$ cat src/rtl/seg_xlate.sv
module seg_xlate #(
  parameter int VA_W     = 16,
  parameter int SEG_BITS = 2
) (
  input  logic                  clk,
  input  logic                  rst_n,
  input  logic                  cfg_we,
  input  logic [SEG_BITS-1:0]   cfg_sel,
  input  logic [VA_W-1:0]       cfg_base,
  input  logic [VA_W-SEG_BITS:0] cfg_limit,
  input  logic                  cfg_present,
  input  logic                  cfg_writable,
  input  logic                  req_valid,
  input  logic [VA_W-1:0]       req_addr,
  input  logic [1:0]            req_kind,
  output logic                  rsp_valid,
  output logic [VA_W-1:0]       rsp_paddr,
  output logic [1:0]            rsp_fault
);
  localparam int OFF_W = VA_W - SEG_BITS;
  localparam int LIM_W = OFF_W + 1;
  localparam int NSEG  = 1 << SEG_BITS;

  localparam logic [1:0] F_OK = 2'b00, F_ABSENT = 2'b01, F_BOUND = 2'b10, F_PROT = 2'b11;
  localparam logic [1:0] K_STORE = 2'b10;

  logic [NSEG-1:0][VA_W-1:0]  base_q;
  logic [NSEG-1:0][LIM_W-1:0] lim_q;
  logic [NSEG-1:0]            pres_q, wok_q;

  always_ff @(posedge clk) begin
    if (!rst_n) begin
      base_q <= '0;
      lim_q  <= '0;
      pres_q <= '0;
      wok_q  <= '0;
    end else if (cfg_we) begin
      base_q[cfg_sel] <= cfg_base;
      lim_q[cfg_sel]  <= cfg_limit;
      pres_q[cfg_sel] <= cfg_present;
      wok_q[cfg_sel]  <= cfg_writable;
    end
  end

  wire [SEG_BITS-1:0] seg = req_addr[VA_W-1 -: SEG_BITS];
  wire [OFF_W-1:0]    off = req_addr[OFF_W-1:0];
  wire [VA_W-1:0]     sum = base_q[seg] + VA_W'(off);

  logic [1:0] fault;
  always_comb begin
    if (!pres_q[seg])                            fault = F_ABSENT;
    else if (LIM_W'(off) >= lim_q[seg])          fault = F_BOUND;
    else if (req_kind == K_STORE && !wok_q[seg]) fault = F_PROT;
    else                                         fault = F_OK;
  end

  always_ff @(posedge clk) begin
    if (!rst_n) begin
      rsp_valid <= 1'b0;
      rsp_paddr <= '0;
      rsp_fault <= F_OK;
    end else begin
      rsp_valid <= req_valid;
      rsp_fault <= req_valid ? fault : F_OK;
      rsp_paddr <= (req_valid && fault == F_OK) ? sum : '0;
    end
  end

  assert_lat_R8: assert property (@(posedge clk) disable iff (!rst_n)
    req_valid |=> rsp_valid);
  assert_idle_R8: assert property (@(posedge clk) disable iff (!rst_n)
    !req_valid |=> (!rsp_valid && rsp_fault == F_OK && rsp_paddr == '0));
  assert_zero_on_fault_R7: assert property (@(posedge clk) disable iff (!rst_n)
    rsp_fault != F_OK |-> rsp_paddr == '0);
  assert_prot_store_R6: assert property (@(posedge clk) disable iff (!rst_n)
    rsp_fault == F_PROT |-> $past(req_kind) == K_STORE);
  assert_absent_R5: assert property (@(posedge clk) disable iff (!rst_n)
    (req_valid && !pres_q[seg]) |=> rsp_fault == F_ABSENT);
  assert_table_hold_R9: assert property (@(posedge clk) disable iff (!rst_n)
    !cfg_we |=> ($stable(base_q) && $stable(lim_q) && $stable(pres_q) && $stable(wok_q)));
endmodule

$ cat config.mk
export PLATFORM = sky130hd
export DESIGN_NAME = seg_xlate
export DESIGN_NICKNAME = d
export VERILOG_FILES = /design/src/rtl/seg_xlate.sv
export SDC_FILE = /design/constraint.sdc
export NUM_CORES = 1
export LEC_CHECK = 0
export BUFFER_PORTS_ARGS = -buffer_cell sky130_fd_sc_hd__buf_2
export CAP_MARGIN = 20
export CORE_MARGIN = 10
export CORE_UTILIZATION = 46
export CTS_BUF_LIST = sky130_fd_sc_hd__clkbuf_4 sky130_fd_sc_hd__clkbuf_8
export DETAILED_ROUTE_END_ITERATION = 7
export PLACE_DENSITY = 0.67
export SYNTH_ARGS = -nofsm -noshare
export SYNTH_HDL_FRONTEND = slang
export SYNTH_SLANG_ARGS = --single-unit
$ cat constraint.sdc
create_clock -name clk -period 5.03 [get_ports clk]
set_clock_uncertainty 0.2 [all_clocks]
set_input_delay 1.006 -clock clk [delete_from_list [all_inputs] [get_ports clk]]
set_output_delay 1.006 -clock clk [all_outputs]
set_load 0.01 [all_outputs]
==> impl_metrics.ini <==
[place]
place_congestion = 0.818
port-buffer-count = 75
hpwl_um = 12400

[sta]
rsz0062_at_grt = false
slew_headroom_pct = 36.6
final-max-slew-violation-count = 0
fin_crit_sh_pct = 72.5
tns_ns = 0
setup_violations = 0
finalHoldViolCount = 0
fin_crit_ns = 3.65
worstMarginPinSlew_ns = 0.952
fmax_mhz = 274

[power]
powerDensity_nw_per_um2 = 316
vdd_drop_max_uv = 204
leakage_nw = 3.10

[synth]
syn-num-nets = 910
ys_types = 51
synth_enable_flop_cells = 0
async_flop_share_pct = 0
syn_avg_cell_area_um2 = 8.87
netlist_area_um2 = 7310
ys_ff_latch = 151
syn_inst = 824
yosysWarningCount = 0
ys.flop_type = dfxtp_1
yosysSeqAreaShare_pct = 41.4

[setup_path]
path_cells = buf_2 -> mux4_2 -> ha_1 -> and4_1 -> a21o_1 -> a211o_1 -> a31o_2 -> nand3b_1 -> a31oi_1
crit_buf_inv = 1
cp_top_family = compound AO/OA/AOI/OAI gates
crit_path_end_kind = flip-flop
rr_startpoint = base_q[54]
crit_start = req_addr[14]
path_class = primary input to flip-flop
rrSetupSlack_ns = 2.28
r2r_end = rsp_paddr[15]
rr_worst_depth = 8
max_stage_delay_ns = 0.62
cp_max_fo = 18
path_depth = 9
cp-endpoint = rsp_paddr[15]
cp_slowest_cell = mux4_2
worstPathArrival_ns = 3.83
setup.worst_path.start_class = primary input
worstPathRequired_ns = 5.22

[floorplanning]
initial_core_util_pct = 46.5
std_cell_rows = 46
die_w_um = 146
die_area_um2 = 21300
ios = 76
core_um2 = 15700
die_h_um = 146

[route]
drcViolationCount = 0
wl_per_cell_um = 17.3
ant_nets = 0
drt_iter0_drc = 399
drt_pass1_iterations = 5
routed_wl_um = 19100
vias = 5835
vias_per_cell = 5.29

[cts]
cts_hold_buf = 0
cts_sinks = 151
cts.clk_slew.worst_paths_ns = 0.08
clock_path_buffers = 2
htreeDepth = 4
cts_tree = done
insertion_delay_ns = 0.46
post_cts_buffers = 0
cts-root-buf = clkbuf_8
cts_made_buffers = 17
cts-resized-gates = 0

[finish]
final_cell_mix = nand2_1, dfxtp_1, a21boi_0, buf_2, mux4_2
nFillCells = 1450
mostFrequentLayoutCell = nand2_1
nets = 959
area_growth_pct = 13.3
drive_above_1_share_pct = 19.5
fin_util_pct = 52.7
n_antenna_cell = 0

[global_route]
grt_pass1_wl_um = 30900
grt_pass1_vias = 5797
grt_max_degree = 77
grt_use_total_pct = 17.9
overflow = 0
antenna_found_initial = 0

[flow_run]
drv_cap = 0

[hold_path]
hold_path.class = flip-flop to flip-flop

[outcome]
status = finished clean
-- worst min path at each step --
stage | from | endpoint | cells after the start
after floorplan | lim_q[30] | lim_q[30] | 2
after global placement | base_q[56] | base_q[56] | 2
after detailed placement | lim_q[48] | lim_q[48] | 2
after CTS | lim_q[48] | lim_q[48] | 2
after global routing | lim_q[50] | lim_q[50] | 2
final | lim_q[48] | lim_q[48] | 2
-- metal layers --
layer  vias up  global-route usage (%)  part of all wire (%)
met3        23                    3.65                   5.8
met2       178                    27.0                    44
met5         -                       0                     0
li1       2890                       -                     -
met4         0                    6.16                   1.5
met1      2744                    25.0                    49
-- cells by family after synthesis --
| logic type | synth area share [%] |
|---|---|
| compound gates | 19.1 |
| xor+xnor | 1.08 |
| buf+inv | 4.42 |
| mux | 10.3 |
| flops | 41.4 |
| simple gates | 18.6 |
| fa+ha+maj | 5.07 |
-- power by group --
group          switching [W]  leakage (nW)  internal (W)
Sequential         0.0000174          1.23       0.00123
Combinational       0.000170          1.64      0.000119
Clock               0.000446         0.239      0.000631
-- cell usage after synthesis (3+ instances only) --
cell        n  share of area [%]
a21boi_0  133                 14
a21o_1      8               0.82
a21oi_1    15                1.0
a31oi_1     7               0.60
buf_1       3               0.15
clkbuf_1   49                2.5
dfxtp_1   151                 41
ha_1       28                4.8
inv_1      23                1.2
mux4_2     33                 10
nand2_1   272                 14
nand3_1     5               0.34
nor2_1     14               0.72
nor2_2     11               0.94
nor2b_1     3               0.26
nor3b_1     4               0.41
o21a_1      3               0.31
o21ai_0    12               0.82
xnor2_1     6               0.72
xor2_1      3               0.36
-- final cells by class --
class	instances	area, µm²	share of cell area, %
multi-input cells	594	3970	48.0
clock buffers	25	332	4.01
inverters	23	86.3	1.04
clock inverters	7	138	1.66
well taps	216	270	3.26
repair buffers	86	458	5.53
flip-flops and latches	151	3020	36.5
-- sequential cells by signal, summed over array words and instances, names as in the netlist --
register and cells:
base_q 64, lim_q 60, rsp_paddr 16, pres_q 4
wok_q 4, rsp_fault 2, rsp_valid 1
-- through the flow --
stage	std cells	hold WS, ns	area (µm²)	power, W	setup WS (ns)
after floorplan	824	0.240	7310	0.00146	0.982
after global placement	1070	0.249	7810	0.00156	0.948
after detailed placement	1070	0.256	7810	0.00156	0.887
after CTS	1102	0.266	8280	0.00263	1.37
after global routing	1102	0.285	8280	0.00271	1.23
final	1102	0.260	8280	0.00261	1.38
-- worst register-to-register path: stages, from the launching register on --
cell,delay [ns]
dfxtp_1,0.31
mux4_2,0.49
ha_1,0.38
and4_1,0.23
a21o_1,0.19
a211o_1,0.28
a31o_2,0.29
nand3b_1,0.16
a31oi_1,0.16
Power figures use the tool's default switching activity.
